### src/rtl/ferr_pkg.sv
package ferr_pkg;

    localparam int STAT_W  = 16;
    localparam int OVF_BIT = 12;
    localparam int NUM_SRC = 10;
    localparam logic [STAT_W-1:0] STAT_VALID = 16'h1F3F;

    typedef enum logic [2:0] {
        KIND_NONE,
        KIND_ABORT,
        KIND_APAR,
        KIND_DPAR,
        KIND_RAM
    } err_kind_e;

    // Status bit index visited at priority rank k (0 = highest).
    function automatic logic [3:0] prio_idx(input int k);
        logic [3:0] idx;
        case (k)
            0:       idx = 4'd1;
            1:       idx = 4'd4;
            2:       idx = 4'd9;
            3:       idx = 4'd2;
            4:       idx = 4'd5;
            5:       idx = 4'd10;
            6:       idx = 4'd0;
            7:       idx = 4'd3;
            8:       idx = 4'd8;
            default: idx = 4'd11;
        endcase
        return idx;
    endfunction

    function automatic err_kind_e kind_of_bit(input logic [3:0] idx);
        err_kind_e kd;
        case (idx)
            4'd0, 4'd3, 4'd8:  kd = KIND_ABORT;
            4'd1, 4'd4, 4'd9:  kd = KIND_APAR;
            4'd2, 4'd5, 4'd10: kd = KIND_DPAR;
            4'd11:             kd = KIND_RAM;
            default:           kd = KIND_NONE;
        endcase
        return kd;
    endfunction

endpackage

### src/rtl/ferr_arbiter.sv
module ferr_arbiter
    import ferr_pkg::*;
(
    input  logic [STAT_W-1:0] req_i,
    output logic [STAT_W-1:0] grant_o,
    output err_kind_e         kind_o,
    output logic              multi_o
);

    logic found;

    always_comb begin
        grant_o = '0;
        kind_o  = KIND_NONE;
        found   = 1'b0;
        for (int k = 0; k < NUM_SRC; k++) begin
            if (!found && req_i[prio_idx(k)]) begin
                grant_o[prio_idx(k)] = 1'b1;
                kind_o               = kind_of_bit(prio_idx(k));
                found                = 1'b1;
            end
        end
        multi_o = ($countones(req_i) > 1);
    end

endmodule

### src/rtl/ferr_capture_sel.sv
module ferr_capture_sel
    import ferr_pkg::*;
#(
    parameter int ADDR_W = 32,
    parameter int DATA_W = 32,
    parameter int BE_W   = 4,
    parameter int HDR_W  = 8
) (
    input  err_kind_e         kind_i,
    input  logic [ADDR_W-1:0] live_addr_i,
    input  logic [DATA_W-1:0] live_data_i,
    input  logic [BE_W-1:0]   live_be_i,
    input  logic [HDR_W-1:0]  live_hdr_i,
    input  logic [ADDR_W-1:0] ctx_addr_i,
    input  logic [DATA_W-1:0] ctx_data_i,
    output logic [ADDR_W-1:0] sel_addr_o,
    output logic [DATA_W-1:0] sel_data_o,
    output logic [BE_W-1:0]   sel_be_o,
    output logic [HDR_W-1:0]  sel_hdr_o
);

    always_comb begin
        sel_addr_o = ctx_addr_i;
        sel_data_o = ctx_data_i;
        sel_be_o   = '0;
        sel_hdr_o  = '0;
        unique case (kind_i)
            KIND_APAR: begin
                sel_addr_o = live_addr_i;
                sel_data_o = live_data_i;
                sel_be_o   = live_be_i;
                sel_hdr_o  = live_hdr_i;
            end
            KIND_DPAR: begin
                sel_data_o = live_data_i;
                sel_be_o   = live_be_i;
            end
            KIND_ABORT, KIND_RAM, KIND_NONE: begin
            end
            default: begin
            end
        endcase
    end

endmodule

### src/rtl/first_err_log.sv
module first_err_log
    import ferr_pkg::*;
#(
    parameter int ADDR_W = 32,
    parameter int DATA_W = 32,
    parameter int BE_W   = 4,
    parameter int HDR_W  = 8
) (
    input  logic              clk,
    input  logic              rst_por_n,
    input  logic              rst_n,
    input  logic [2:0]        pci_rcv_err_i,
    input  logic [2:0]        pci_gen_err_i,
    input  logic [2:0]        hub_err_i,
    input  logic              hub_is_rcv_i,
    input  logic              ram_err_i,
    input  logic [ADDR_W-1:0] live_addr_i,
    input  logic [DATA_W-1:0] live_data_i,
    input  logic [BE_W-1:0]   live_be_i,
    input  logic [HDR_W-1:0]  live_hdr_i,
    input  logic [ADDR_W-1:0] ctx_addr_i,
    input  logic [DATA_W-1:0] ctx_data_i,
    input  logic              clr_we_i,
    input  logic [15:0]       clr_mask_i,
    output logic [15:0]       status_o,
    output logic              lock_o,
    output logic [ADDR_W-1:0] log_addr_o,
    output logic [DATA_W-1:0] log_data_o,
    output logic [BE_W-1:0]   log_be_o,
    output logic [HDR_W-1:0]  log_hdr_o
);

    typedef struct packed {
        logic [STAT_W-1:0] status;
        logic              lock;
        logic [ADDR_W-1:0] addr;
        logic [DATA_W-1:0] data;
        logic [BE_W-1:0]   be;
        logic [HDR_W-1:0]  hdr;
    } state_t;

    state_t st_q, st_d;

    logic [STAT_W-1:0] req;
    logic [STAT_W-1:0] grant;
    err_kind_e         kind;
    logic              multi;
    logic              take;
    logic [ADDR_W-1:0] sel_addr;
    logic [DATA_W-1:0] sel_data;
    logic [BE_W-1:0]   sel_be;
    logic [HDR_W-1:0]  sel_hdr;

    // Map strobes onto their status positions; hub counts only as receiver.
    always_comb begin
        req        = '0;
        req[2:0]   = pci_rcv_err_i;
        req[5:3]   = pci_gen_err_i;
        req[10:8]  = hub_is_rcv_i ? hub_err_i : 3'b000;
        req[11]    = ram_err_i;
    end

    ferr_arbiter i_arb (
        .req_i   (req),
        .grant_o (grant),
        .kind_o  (kind),
        .multi_o (multi)
    );

    ferr_capture_sel #(
        .ADDR_W (ADDR_W),
        .DATA_W (DATA_W),
        .BE_W   (BE_W),
        .HDR_W  (HDR_W)
    ) i_sel (
        .kind_i      (kind),
        .live_addr_i (live_addr_i),
        .live_data_i (live_data_i),
        .live_be_i   (live_be_i),
        .live_hdr_i  (live_hdr_i),
        .ctx_addr_i  (ctx_addr_i),
        .ctx_data_i  (ctx_data_i),
        .sel_addr_o  (sel_addr),
        .sel_data_o  (sel_data),
        .sel_be_o    (sel_be),
        .sel_hdr_o   (sel_hdr)
    );

    always_comb begin
        st_d = st_q;
        take = rst_n && !st_q.lock && (|req);

        if (clr_we_i) begin
            st_d.status = st_q.status & ~clr_mask_i;
        end

        if (take) begin
            st_d.status          = grant & STAT_VALID;
            st_d.status[OVF_BIT] = multi;
            st_d.lock            = 1'b1;
            st_d.addr            = sel_addr;
            st_d.data            = sel_data;
            st_d.be              = sel_be;
            st_d.hdr             = sel_hdr;
        end else if (st_q.lock && (st_d.status == '0)) begin
            st_d.lock = 1'b0;
        end
    end

    always_ff @(posedge clk or negedge rst_por_n) begin
        if (!rst_por_n) begin
            st_q <= '0;
        end else begin
            st_q <= st_d;
        end
    end

    assign status_o   = st_q.status;
    assign lock_o     = st_q.lock;
    assign log_addr_o = st_q.addr;
    assign log_data_o = st_q.data;
    assign log_be_o   = st_q.be;
    assign log_hdr_o  = st_q.hdr;

endmodule

### config.mk
export PLATFORM = sky130hd
export DESIGN_NAME = first_err_log
export DESIGN_NICKNAME = d
export VERILOG_FILES = /design/src/rtl/ferr_pkg.sv /design/src/rtl/ferr_arbiter.sv /design/src/rtl/ferr_capture_sel.sv /design/src/rtl/first_err_log.sv
export SDC_FILE = /design/constraint.sdc
export NUM_CORES = 1
export LEC_CHECK = 0
export CAP_MARGIN = 20
export CELL_PAD_IN_SITES_DETAIL_PLACEMENT = 0
export CELL_PAD_IN_SITES_GLOBAL_PLACEMENT = 1
export CORE_ASPECT_RATIO = 0.7
export CORE_MARGIN = 5
export CORE_UTILIZATION = 49
export CTS_CLUSTER_SIZE = 40
export DETAILED_ROUTE_END_ITERATION = 7
export DONT_BUFFER_PORTS = 1
export HOLD_SLACK_MARGIN = 0.06
export PLACE_DENSITY = 0.86
export REMOVE_ABC_BUFFERS = 1
export SLEW_MARGIN = 20
export SYNTH_ARGS = -nofsm -noshare
export SYNTH_HDL_FRONTEND = slang
export SYNTH_HIERARCHICAL = 1
export SYNTH_SLANG_ARGS = --single-unit
### constraint.sdc
create_clock -name clk -period 3.2 [get_ports clk]
set_input_delay 0.96 -clock clk [delete_from_list [all_inputs] [get_ports clk]]
set_output_delay 0.96 -clock clk [all_outputs]
set_load 0.005 [all_outputs]
### Word-level counts from Yosys, hierarchy flattened

Memories as Yosys holds them, arrays and structs flattened.
Index checks and enable logic that the tools add are counted.

| storage, ports and cells | value |
|---|---|
| ROM bits | 480 |
| logic and storage cells | 163 |
| register bits after elaboration | 93 |
| memories kept | 10 |
| output and inout bits | 93 |
| input bits | 171 |

| cells by class | value |
|---|---|
| add/subtract/negate cells | 9 |
| mux-type cells | 68 |
| equality and inequality tests | 2 |
| bitwise gates (word level) | 11 |
| reductions and logical operators | 36 |
| magnitude comparators | 21 |

Memory list:

| memory | words | width | read ports | clocked after Yosys merged registers in | wr ports | RTL line | source |
|---|---|---|---|---|---|---|---|
| (no name shown) | 16 | 3 | 1 | 0 | 0 | ferr_pkg.sv:36 | `case (idx)` |
| (no name shown) | 16 | 3 | 1 | 0 | 0 | ferr_pkg.sv:36 |  |
| (no name shown) | 16 | 3 | 1 | 0 | 0 | ferr_pkg.sv:36 |  |
| (no name shown) | 16 | 3 | 1 | 0 | 0 | ferr_pkg.sv:36 |  |
| (no name shown) | 16 | 3 | 1 | 0 | 0 | ferr_pkg.sv:36 |  |
| (no name shown) | 16 | 3 | 1 | 0 | 0 | ferr_pkg.sv:36 |  |
| 4 more memories | -- | -- | -- | -- | -- | -- |  |

Operator list:

| kind | number |
|---|---|
| adder 32 bit | 4 |
| two-way mux 12 bit | 10 |
| bitwise OR 12 bit | 9 |
| two-way mux 32 bit | 2 |
| < comparator 4 x 5 -> 1 bit (second input constant) | 10 |
| two-way mux 4 bit | 11 |
| demux 1 bit (select 4 bit) | 10 |
| greater-or-equal comparator 4 x 1 -> 1 bit (second input constant) | 10 |
| two-way mux 3 bit | 11 |
| greater-than comparator 32 x 2 -> 1 bit (second input constant) | 1 |
| two-way mux 16 bit | 2 |
| logical AND 1 bit | 22 |
| two-way mux 1 bit | 21 |
| bitwise AND 16 bit | 1 |
| zero test 16 bit | 1 |
| NOT 16 bit | 1 |
| adder 1 x 1 -> 2 bit | 5 |
| zero test 1 bit | 10 |
| OR reduction 10 bit | 1 |
| two-way mux 8 bit | 1 |
| equality test 3 x 2 -> 1 bit (second input constant) | 2 |
| nonzero test 2 bit | 1 |
| OR reduction 2 bit | 1 |

### Longest topological paths before layout

| depth | value |
|---|---|
| word-level depth | 35 |
| depth in mapped cells | 15 |
| depth with buffers taken out | 15 |

### By module

Netlist, hierarchy kept.

Modules (own cells, without submodules):

| module | times used | cells an instance | area an instance (um2) | seq. area each (um2) |
|---|---|---|---|---|
| first_err_log | 1 | 425 | 3752.3 | 2327.2 |
| ferr_capture_sel | 1 | 90 | 1027.2 | 0.0 |
| ferr_arbiter | 1 | 70 | 561.8 | 0.0 |

### Worst setup path after synthesis

OpenSTA, ideal clock, no wires.

| path | value |
|---|---|
| path type | input -> register |
| start point | in hub_err_i[1] |
| end point | reg st_q (netlist bit status_o[12]) |
| slack | -1069 ps |
| path buffers | 0 |
| setup time | 117 ps |
| stages | 14 |
| data arrival time | 4153 ps |
| data required time | 3083 ps |
| path through | and2_1 > inv_1 > fa_1 > fa_1 > fa_1 > fa_1 > inv_1 > ha_1 > inv_1 > fa_1 > a2111oi_0 > o211ai_1 > nand2_1 > nand2_1 |

RTL lines:

| item | RTL line | source |
|---|---|---|
| start, declared | first_err_log.sv:14 | `input logic [2:0] hub_err_i,` |
| end signal, assigned | first_err_log.sv:114 | `st_q <= st_d;` |
| end, declared | first_err_log.sv:42 | `state_t st_q, st_d;` |

==> metrics.md <==
| Metric | Value |
|---|---|
| Hold WS | `about 0.32 ns` |
| Total Routed Length | `14,000 um` |
| Htree depth | `3` |
| Worst vdd ir | `roughly 0.00034 V` |
| Power Internal | `about 2.8 mW` |
| Fill cells | `950` |
| Placed cell area | `5420 um2` |
| Storage element area | `roughly 2300 um2` |
| Leak pwr | `2.92 nW` |
| CP required | `about 3.4 ns` |
| Worst-skew pair later-pin latency | `~0.33 ns` |
| CTS Buf Count | `9` |
| Vias in the first global route | `about 4,100` |
| Clk sinks | `93` |
| Clk root buf | `clkbuf_16` |
| HPWL after DPL | `between 10,000 and 15,000 um` |
| Yosys warning total | `6` |
| Net Switching | `between 1.5 and 2 mW` |
| Minimum clock period | `around 4 ns` |
| Switching share of power | `0.362` |
| Final Wtd Congestion | `just over 0.9` |
| DRC | `0` |
| Setup Slack @ Placement | `-1.33 ns` |
| Initial antenna violation count | `0` |
| Crit path launch type | `input port` |
| Detailed-route wire length per cell | `19.5 um` |
| Post-Syn Area | `between 5000 and 6000 um2` |
| HP Class | `input port to async pin` |
| CP Capture Type | `flip-flop` |
| RSZ-0062 raised after global routing | `yes` |
| Final setup fails | `1` |
| Die span in y | `about 97 um` |
| Maxcap violations | `0` |
| CTS tree | `done` |
| N_diodes | `0` |
| Setup TNS | `-0.699 ns` |
| Pin count of the biggest net entering global routing | `94` |
| Pre-Repair DR Iteration Count | `6` |
| Mapped Cells | `578` |
| Max Fclk | `approximately 260 MHz` |
| Layout area overhead | `8.94%` |
| CP max FO | `2` |
| Buffers on Ports | `0` |
| Clock network power share | `0.243` |
| CTS Hold Bufs | `0` |
| Critical setup path kind | `input port to flip-flop` |
| Initial DRC count | `roughly 230` |
| Post-CTS Setup Bufs | `0` |
| Core footprint | `between 10,000 and 15,000 um2` |
| Worst slew pin tran | `0.839 ns` |
| Die X | `about 130 um` |
| Row cnt | `31` |
| Fin crit share | `1.22` |
| PnR worst setup slack | `-0.699 ns` |
| Run status | `finished with violations` |
| DR vias/cell | `~5.4` |
| Sequential power share | `0.491` |
| I/O Pins | `around 260` |
| Global router's overall resource usage | `0.219` |
| Syn_area_per_cell | `~9 um2` |
| Post-route ant nets | `0` |
| Die area | `around 13,000 um2` |
| Failing checks | `setup timing` |
| Slew Viols, Final | `0` |
| Logic pwr share | `0.266` |
| First-pass GRT wire length | `around 23,000 um` |
| Clock-pin slew on the worst setup and hold paths | `roughly 0.070 ns` |
| Starting Density | `0.507` |
| Crit path DAT | `4.12 ns` |
| Clock Skew | `about 0.0062 ns` |
| Pwr/cell area | `755 nW/um2` |
| Layout cells sized above 1 | `0.191` |
| Multi-input gate area | `around 2700 um2` |
| Final Hold Violating Endpoints | `0` |
| Final Cell Area | `5770 um2` |
| Final #Nets | `approximately 770` |
| Grt ovf | `0` |
| Vias | `between 3,000 and 4,000` |
| Max Root-Sink Buffers | `2` |
| Slew HR | `0.440` |
==> per-stage QoR <==
step / std cells / utilization / total power [mW]
finish: 718 / 0.553 / 4.35
global route: 718 / 0.553 / 4.69
CTS: 717 / 0.552 / 4.42
detailed placement: 701 / 0.520 / 3.27
global placement: 701 / 0.520 / 3.18
floorplan: 552 / - / 2.85
==> power by group through the flow <==
stage / sequential (mW) / clock [mW] / combinational, mW
after floorplan: 1.98 / 0 / 0.863
after detailed placement: 2.17 / 0 / 1.09
after CTS: 2.16 / 1.10 / 1.16
after global routing: 2.20 / 1.15 / 1.34
after global placement: 2.17 / 0 / 1.02
final: 2.14 / 1.06 / 1.16
==> metal layers <==
| layer | track usage | vias to the layer above | routed length [um] |
|---|---|---|---|
| li1 | - | 1840 | - |
| met1 | 0.263 | 1831 | 5480 |
| met2 | 0.366 | 208 | 6810 |
| met3 | 0.0871 | 24 | 1410 |
| met4 | 0.0610 | 0 | 273 |
| met5 | 0 | - | 0 |
==> sequential cells by signal, indices dropped and copies added (netlist names) <==
register	cells
status_o	16
log_data_o	32
log_be_o	4
lock_o	1
log_hdr_o	8
log_addr_o	32
==> cell usage in the layout (no fill, tap or decap), types with 4 or more instances in the layout <==
master and count:
nand3_1 7, mux2_4 26, a211oi_1 9, conb_1 6, ha_1 4, nor2_1 13
dfrtp_1 93, fa_1 9, and2_1 10, inv_1 39, nor3_1 5, buf_4 15
nor4_1 5, nand2_1 247, o22ai_1 4, nand2b_1 4, mux2_2 36, clkbuf_16 9
a21o_1 5
==> layout make-up <==
class	count	area share
Multi-Input combinational cell	417	0.461
Sequential cell	93	0.404
Clock buffer	13	0.0434
Tap cell	132	0.0286
Timing Repair Buffer	18	0.0284
Inverter	42	0.0273
Clock inverter	3	0.00781
==> worst paths after layout <==
kind,from,to,slack (ns),depth (start not counted)
setup / recovery,hub_err_i[1],status_o[12],-0.70,14
max in group asynchronous,rst_por_n,status_o[15],2.75,0
min in group clk,log_data_o[5],log_data_o[5],0.51,2
setup reg to reg,lock_o,status_o[11],1.51,4
hold / removal,rst_por_n,log_addr_o[20],0.32,0
hold reg to reg,log_data_o[5],log_data_o[5],0.51,2
==> timing repair <==
item / in CTS / in global routing
setup endpoints to repair: 1 / 1
resized for setup: 10 / 0
pin swaps: 4 / 1
==> critical path, stage by stage <==
cell	delay, ns
and2_4	0.13
inv_2	0.04
fa_1	0.53
fa_1	0.45
fa_1	0.52
fa_1	0.42
inv_2	0.08
ha_4	0.15
inv_2	0.04
fa_2	0.35
a2111oi_4	0.21
o211ai_1	0.11
nand2_1	0.07
nand2_1	0.06
Power figures use the tool's default switching activity.
